$ cat config.mk
export PLATFORM = sky130hd
export DESIGN_NAME = asram_lane_ctrl
export DESIGN_NICKNAME = d
export VERILOG_FILES = /design/src/rtl/asram_pkg.sv /design/src/rtl/asram_wait_ctr.sv /design/src/rtl/asram_req_hold.sv /design/src/rtl/asram_rd_capture.sv /design/src/rtl/asram_seq.sv /design/src/rtl/asram_lane_ctrl.sv
export SDC_FILE = /design/constraint.sdc
export NUM_CORES = 1
export LEC_CHECK = 0
export CORE_MARGIN = 10
export CORE_UTILIZATION = 38
export DETAILED_ROUTE_END_ITERATION = 12
export GPL_ROUTABILITY_DRIVEN = 0
export GPL_TIMING_DRIVEN = 0
export MAX_ROUTING_LAYER = met4
export PLACE_DENSITY = 0.81
export SLEW_MARGIN = 20
export SYNTH_ARGS = -nofsm -noshare
export SYNTH_HDL_FRONTEND = slang
export SYNTH_SLANG_ARGS = --single-unit
$ cat constraint.sdc
create_clock -name clk -period 1.7 [get_ports clk]
set_input_delay 0.255 -clock clk [delete_from_list [all_inputs] [get_ports clk]]
set_output_delay 0.255 -clock clk [all_outputs]
set_load 0.05 [all_outputs]
$ cat src/rtl/asram_pkg.sv
package asram_pkg;

  typedef enum logic [2:0] {
    ST_IDLE,
    ST_TURN,
    ST_WSET,
    ST_WPUL,
    ST_WHLD,
    ST_RACC
  } ctl_state_e;

  // Cycles needed to cover a timing figure, never fewer than one.
  function automatic int wait_cycles(input int need_ps, input int clk_ps);
    int n;
    n = (need_ps + clk_ps - 1) / clk_ps;
    return (n < 1) ? 1 : n;
  endfunction

endpackage

$ cat src/rtl/asram_wait_ctr.sv
module asram_wait_ctr #(
  parameter int CW = 2
) (
  input  logic          clk,
  input  logic          rst_n,
  input  logic          load,
  input  logic [CW-1:0] load_val,
  input  logic          step,
  output logic          done
);

  logic [CW-1:0] cnt_q;
  logic [CW-1:0] cnt_d;
  logic          cnt_en;

  always_comb begin
    cnt_d  = cnt_q;
    cnt_en = load || (step && (cnt_q != '0));
    if (load) begin
      cnt_d = load_val;
    end else if (step && (cnt_q != '0)) begin
      cnt_d = cnt_q - 1'b1;
    end
  end

  always_ff @(posedge clk or negedge rst_n) begin
    if (!rst_n) begin
      cnt_q <= '0;
    end else if (cnt_en) begin
      cnt_q <= cnt_d;
    end
  end

  assign done = (cnt_q == '0);

endmodule

$ cat src/rtl/asram_req_hold.sv
module asram_req_hold #(
  parameter int ADDR_W = 15,
  parameter int DATA_W = 16,
  parameter int LANES  = 2
) (
  input  logic              clk,
  input  logic              rst_n,
  input  logic              accept,
  input  logic [ADDR_W-1:0] req_addr,
  input  logic [DATA_W-1:0] req_wdata,
  input  logic [LANES-1:0]  req_mask,
  output logic [ADDR_W-1:0] addr_q,
  output logic [DATA_W-1:0] wdata_q,
  output logic [LANES-1:0]  mask_q
);

  always_ff @(posedge clk or negedge rst_n) begin
    if (!rst_n) begin
      addr_q  <= '0;
      wdata_q <= '0;
      mask_q  <= '0;
    end else if (accept) begin
      addr_q  <= req_addr;
      wdata_q <= req_wdata;
      mask_q  <= req_mask;
    end
  end

endmodule

$ cat src/rtl/asram_rd_capture.sv
module asram_rd_capture #(
  parameter int DATA_W = 16,
  parameter int LANES  = 2
) (
  input  logic              clk,
  input  logic              rst_n,
  input  logic              cap_en,
  input  logic [LANES-1:0]  cap_mask,
  input  logic [DATA_W-1:0] bus_in,
  output logic [DATA_W-1:0] rdata,
  output logic              rvalid
);

  localparam int LW = DATA_W / LANES;

  always_ff @(posedge clk or negedge rst_n) begin
    if (!rst_n) begin
      rvalid <= 1'b0;
    end else begin
      rvalid <= cap_en;
    end
  end

  for (genvar g = 0; g < LANES; g++) begin : g_lane
    logic [LW-1:0] byte_d;

    always_comb begin
      byte_d = cap_mask[g] ? bus_in[g*LW +: LW] : '0;
    end

    always_ff @(posedge clk or negedge rst_n) begin
      if (!rst_n) begin
        rdata[g*LW +: LW] <= '0;
      end else if (cap_en) begin
        rdata[g*LW +: LW] <= byte_d;
      end
    end
  end

endmodule

$ cat src/rtl/asram_seq.sv
module asram_seq
  import asram_pkg::*;
#(
  parameter int LANES   = 2,
  parameter int CLK_PS  = 5000,
  parameter int T_AA_PS = 10000,
  parameter int T_WP_PS = 7000
) (
  input  logic             clk,
  input  logic             rst_n,
  input  logic             req_valid,
  input  logic             req_write,
  input  logic [LANES-1:0] req_mask,
  input  logic [LANES-1:0] mask_q,
  output logic             ready,
  output logic             accept,
  output logic             cap_en,
  output logic [LANES-1:0] cap_mask,
  output logic             ce_n,
  output logic             we_n,
  output logic             oe_n,
  output logic [LANES-1:0] lane_n,
  output logic             dq_oe
);

  localparam int RD_CYC = wait_cycles(T_AA_PS, CLK_PS);
  localparam int WR_CYC = wait_cycles(T_WP_PS, CLK_PS);
  localparam int MAX_CYC = (RD_CYC > WR_CYC) ? RD_CYC : WR_CYC;
  localparam int CW = ($clog2(MAX_CYC) < 1) ? 1 : $clog2(MAX_CYC);

  ctl_state_e       state_q, state_d;
  logic             rd_last_q;
  logic             ctr_load, ctr_step, ctr_done;
  logic [CW-1:0]    ctr_val;
  logic [LANES-1:0] mask_d;
  logic             busy_d, drive_d;

  asram_wait_ctr #(.CW(CW)) u_wait (
    .clk      (clk),
    .rst_n    (rst_n),
    .load     (ctr_load),
    .load_val (ctr_val),
    .step     (ctr_step),
    .done     (ctr_done)
  );

  assign ready  = (state_q == ST_IDLE);
  assign accept = ready && req_valid;
  assign mask_d = accept ? req_mask : mask_q;

  // Next-state logic
  always_comb begin
    state_d  = state_q;
    ctr_load = 1'b0;
    ctr_step = 1'b0;
    ctr_val  = '0;
    cap_en   = 1'b0;
    cap_mask = mask_q;
    unique case (state_q)
      ST_IDLE: begin
        if (accept) begin
          if (req_mask == '0) begin
            cap_en   = !req_write;
            cap_mask = '0;
          end else if (req_write) begin
            state_d = rd_last_q ? ST_TURN : ST_WSET;
          end else begin
            state_d  = ST_RACC;
            ctr_load = 1'b1;
            ctr_val  = CW'(RD_CYC - 1);
          end
        end
      end
      ST_TURN: state_d = ST_WSET;
      ST_WSET: begin
        state_d  = ST_WPUL;
        ctr_load = 1'b1;
        ctr_val  = CW'(WR_CYC - 1);
      end
      ST_WPUL: begin
        if (ctr_done) state_d = ST_WHLD;
        else          ctr_step = 1'b1;
      end
      ST_WHLD: state_d = ST_IDLE;
      ST_RACC: begin
        if (ctr_done) begin
          state_d = ST_IDLE;
          cap_en  = 1'b1;
        end else begin
          ctr_step = 1'b1;
        end
      end
      default: state_d = ST_IDLE;
    endcase
  end

  // Strobe values for the coming cycle, decoded from the next state
  always_comb begin
    busy_d  = (state_d == ST_WSET) || (state_d == ST_WPUL) ||
              (state_d == ST_WHLD) || (state_d == ST_RACC);
    drive_d = (state_d == ST_WSET) || (state_d == ST_WPUL) ||
              (state_d == ST_WHLD);
  end

  always_ff @(posedge clk or negedge rst_n) begin
    if (!rst_n) begin
      state_q   <= ST_IDLE;
      rd_last_q <= 1'b0;
      ce_n      <= 1'b1;
      we_n      <= 1'b1;
      oe_n      <= 1'b1;
      lane_n    <= '1;
      dq_oe     <= 1'b0;
    end else begin
      state_q   <= state_d;
      rd_last_q <= (state_q == ST_RACC);
      ce_n      <= !busy_d;
      we_n      <= (state_d != ST_WPUL);
      oe_n      <= (state_d != ST_RACC);
      lane_n    <= busy_d ? ~mask_d : '1;
      dq_oe     <= drive_d;
    end
  end

endmodule

$ cat src/rtl/asram_lane_ctrl.sv
module asram_lane_ctrl #(
  parameter int ADDR_W  = 15,
  parameter int DATA_W  = 16,
  parameter int CLK_PS  = 5000,
  parameter int T_AA_PS = 10000,
  parameter int T_WP_PS = 7000,
  localparam int LANES  = DATA_W / 8
) (
  input  logic              clk,
  input  logic              rst_n,
  input  logic              req_valid,
  output logic              req_ready,
  input  logic              req_write,
  input  logic [ADDR_W-1:0] req_addr,
  input  logic [DATA_W-1:0] req_wdata,
  input  logic [LANES-1:0]  req_mask,
  output logic              rsp_valid,
  output logic [DATA_W-1:0] rsp_rdata,
  output logic              mem_ce_n,
  output logic              mem_we_n,
  output logic              mem_oe_n,
  output logic [LANES-1:0]  mem_lane_n,
  output logic [ADDR_W-1:0] mem_addr,
  output logic [DATA_W-1:0] mem_dq_out,
  output logic              mem_dq_oe,
  input  logic [DATA_W-1:0] mem_dq_in
);

  logic             accept;
  logic             cap_en;
  logic [LANES-1:0] cap_mask;
  logic [LANES-1:0] mask_q;

  asram_req_hold #(
    .ADDR_W (ADDR_W),
    .DATA_W (DATA_W),
    .LANES  (LANES)
  ) u_hold (
    .clk       (clk),
    .rst_n     (rst_n),
    .accept    (accept),
    .req_addr  (req_addr),
    .req_wdata (req_wdata),
    .req_mask  (req_mask),
    .addr_q    (mem_addr),
    .wdata_q   (mem_dq_out),
    .mask_q    (mask_q)
  );

  asram_seq #(
    .LANES   (LANES),
    .CLK_PS  (CLK_PS),
    .T_AA_PS (T_AA_PS),
    .T_WP_PS (T_WP_PS)
  ) u_seq (
    .clk       (clk),
    .rst_n     (rst_n),
    .req_valid (req_valid),
    .req_write (req_write),
    .req_mask  (req_mask),
    .mask_q    (mask_q),
    .ready     (req_ready),
    .accept    (accept),
    .cap_en    (cap_en),
    .cap_mask  (cap_mask),
    .ce_n      (mem_ce_n),
    .we_n      (mem_we_n),
    .oe_n      (mem_oe_n),
    .lane_n    (mem_lane_n),
    .dq_oe     (mem_dq_oe)
  );

  asram_rd_capture #(
    .DATA_W (DATA_W),
    .LANES  (LANES)
  ) u_cap (
    .clk      (clk),
    .rst_n    (rst_n),
    .cap_en   (cap_en),
    .cap_mask (cap_mask),
    .bus_in   (mem_dq_in),
    .rdata    (rsp_rdata),
    .rvalid   (rsp_valid)
  );

endmodule

==> flow_metrics.py <==
metrics = {
    "outcome": {
        "status": "finished clean",
    },
    "cells_and_area": {
        "drive_gt1_share_pct": 15.5,
        "fin_util_pct": 62.0,
        "nNetsFinal": 442,
        "nFillCells": 545,
        "area_growth_pct": 58.9,
        "antennaDiodeCount": 0,
    },
    "worst_setup_path": {
        "crit_end": "u_cap.rdata[6]$_DFFE_PN0P_",
        "worstReg2RegStart": "u_seq.state_q[1]$_DFF_PN0_",
        "crit_slowest_cell": "or4b_4",
        "start_kind": "flip-flop",
        "path_class": "reg2reg",
        "slowest_delay_ns": 0.56,
        "r2r_end": "u_cap.rdata[6]$_DFFE_PN0P_",
        "r2r_slack_ns": 0.04,
        "crit_chain": "or4b_4, nor4_4, buf_4, buf_6, o22ai_2",
        "path_max_fanout": 6,
        "startpoint": "u_seq.state_q[1]$_DFF_PN0_",
        "cp.arrival_ns": 1.85,
        "crit_path_end_kind": "flip-flop",
        "ff2ff_path_depth": 5,
        "required_ns": 1.89,
    },
    "die": {
        "initial_core_util_pct": 39.0,
        "rows": 29,
        "ios": 108,
        "die_x_microns": 101,
        "die_y_microns": 101,
        "core_area_sq_mm": 0.00635,
        "dieArea_sq_mm": 0.0101,
    },
    "clock_network": {
        "clkTransAtPathRegs_ns": 0.07,
        "tritoncts": "yes",
        "cts_sinks": 61,
        "clockRootBuffer": "clkbuf_8",
        "clockBufferDepth": 2,
        "cts_max_level": 3,
        "clk_latency_ns": 0.32,
        "cts_made_buffers": 9,
    },
    "synth": {
        "synth_most_common_cell": "nand2_1",
        "ys_ff_latch": 61,
        "synth_edf_count": 0,
        "synth_nets": 313,
        "synth_top_area_share_pct": 56.6,
        "ys_seq_area_share_pct": 61.9,
        "synth_area_leaders": "dfrtp_1 57%, nand2_1 20%, dfstp_2 5.3%, o22ai_1 4.5%, clkbuf_1 1.5%",
        "synth-main-ff-cell": "dfrtp_1",
        "synth_warnings": 0,
        "syn_area_per_cell_sq_um": 9.52,
        "synth.distinct_cells": 31,
        "synthTopCellsByCount": "132 x nand2_1, 56 x dfrtp_1, 18 x o22ai_1",
        "syn_area_sq_mm": 0.00248,
        "yosysTopAreaCell": "dfrtp_1",
        "syn_inst": 260,
        "async_flop_share_pct": 100,
    },
    "sta": {
        "rsz0062_at_grt": "true",
        "finalMaxSlewViolations": 0,
        "final.setup_skew_ns": 0.00920,
        "worstMarginPinSlew_ns": 0.512,
        "fmax_mhz": 602,
        "maxSlewHeadroom_pct": 65.5,
        "fin_crit_sh_pct": 97.6,
        "layout_min_cycle_time_ns": 1.66,
        "hold_violations": 0,
        "finalSetupViolations": 0,
    },
    "global_route": {
        "grt_util_all_layers_pct": 14.6,
        "grt_pass1_wl_mm": 11.6,
        "overflow": 0,
        "antenna_found_initial": 0,
        "grt_pass1_vias": 2321,
        "grt_start_max_net_pins": 35,
    },
    "route": {
        "vias_per_cell": 4.78,
        "drtIter0Drc": 62,
        "wl_mm": 7.25,
        "vias": 2248,
        "wl_per_cell_microns": 15.4,
        "ant_nets": 0,
        "drt_first_pass_iters": 5,
        "drc": 0,
    },
    "job": {
        "maxCapViolCount": 0,
    },
    "pwr": {
        "vdd_drop_max_v": 0.00109,
        "power_w": 0.00819,
        "power_density_mw_per_mm2": 2080,
        "p_leak_nw": 1.96,
    },
    "place": {
        "hpwlAfterDp_mm": 5.35,
        "io_buffers": 107,
    },
    "min_path": {
        "hp-class": "in2async",
    },
}
## final cells by class
type / count / area [sq um] / share of cell area (%)
buffer: 13 / 80.1 / 2.04
clock inverter: 3 / 15.0 / 0.382
multi-input combinational: 181 / 922 / 23.4
inverter: 1 / 3.75 / 0.0954
clock buffer: 12 / 145 / 3.69
sequential: 61 / 1540 / 39.0
timing repair buffer: 122 / 1140 / 28.9
tap: 77 / 96.3 / 2.45
## layer usage
| metal | track usage [%] | wire length, microns | vias up |
|---|---|---|---|
| met4 | 4.57 | 63 | 0 |
| met1 | 17.5 | 3090 | 1064 |
| li1 | - | - | 1102 |
| met3 | 4.46 | 518 | 6 |
| met2 | 22.9 | 3580 | 76 |
| met5 | - | 0 | - |
## worst max-delay path: cells and delay by family, from the launching register on
kind                   cells  cell delay [ns]
AOI/OAI and AO/OA          1             0.07
DFF                        1             0.46
buffers and inverters      2             0.31
and+or+nand+nor            2             0.70
## through the flow
stage	setup slack [ns]	cells	setup TNS, ns	cell area, sq um	hold WS [ns]
6_report	0.0402	470	0	3930	0.395
3_5_place_dp	-0.493	445	-15.83	3670	0.199
5_1_grt	-0.00520	470	-0.00520	3930	0.433
2_1_floorplan	-0.111	260	-1.11	2480	-0.0406
4_1_cts	-0.0794	468	-0.990	3900	0.396
3_3_place_gp	-1.56	444	-104.78	3650	0.457
## logic make-up (layout without fill, tap and decap cells)
| family | count (synthesis) | after routing | synth area share (%) |
|---|---|---|---|
| AND/OR/NAND/NOR | 149 | 149 | 25.7 |
| flip-flops | 61 | 61 | 61.9 |
| AO/OA/AOI/OAI | 31 | 31 | 8.24 |
| buffers and inverters | 18 | 151 | 3.74 |
| multiplexers | 1 | 1 | 0.404 |
## where the power goes
group          switching [W]  leakage [nW]  internal [W]
Clock               0.000515        0.0860      0.000554
Combinational        0.00328          1.13       0.00136
Sequential          0.000340         0.743       0.00215
Total                0.00413          1.96       0.00406
## repair_timing
| item | CTS | global route |
|---|---|---|
| buffers inserted | 9 | 3 |
| endpoints found under the hold margin | 23 | 0 |
| cloned | 1 | 0 |
| gates resized for setup | 75 | 18 |
| pin swaps | 19 | 2 |
| endpoints found under the setup margin | 106 | 49 |
| hold buffers | 1 | 0 |
## how the worst min path moves through the flow
stage	endpoint	slack (ns)	depth (start not counted)
finish	u_cap.rdata[15]$_DFFE_PN0P_	0.40	2
global route	u_hold.addr_q[3]$_DFFE_PN0N_	0.43	2
CTS	u_seq.dq_oe$_DFF_PN0_	0.40	2
detailed placement	u_seq.state_q[0]$_DFF_PN0_	0.20	1
global placement	u_hold.wdata_q[14]$_DFFE_PN0N_	0.46	2
floorplan	u_cap.rdata[0]$_DFFE_PN0P_	-0.04	0
## placed cells by master, fill, tap and decap left out, types with 4 or more instances in the layout
cell / count
nand2_1: 132
dlygate4sd2_1: 54
dfrtp_1: 54
clkdlybuf4s50_1: 51
buf_4: 12
o22ai_2: 10
clkbuf_8: 10
o22ai_1: 8
dfstp_2: 5
nor2_1: 4
buf_2: 4
clkbuf_2: 4
## registers in the layout, indices dropped and copies added, names as in the netlist
register,cells
u_cap.rdata,16
u_hold.wdata_q,16
u_hold.addr_q,15
u_seq.state_q,3
u_hold.mask_q,2
u_seq.lane_n,2
u_cap.rvalid,1
u_seq.ce_n,1
u_seq.dq_oe,1
u_seq.oe_n,1
u_seq.rd_last_q,1
u_seq.u_wait.cnt_q,1
u_seq.we_n,1
Note: power is estimated with default switching activity, not from simulation.
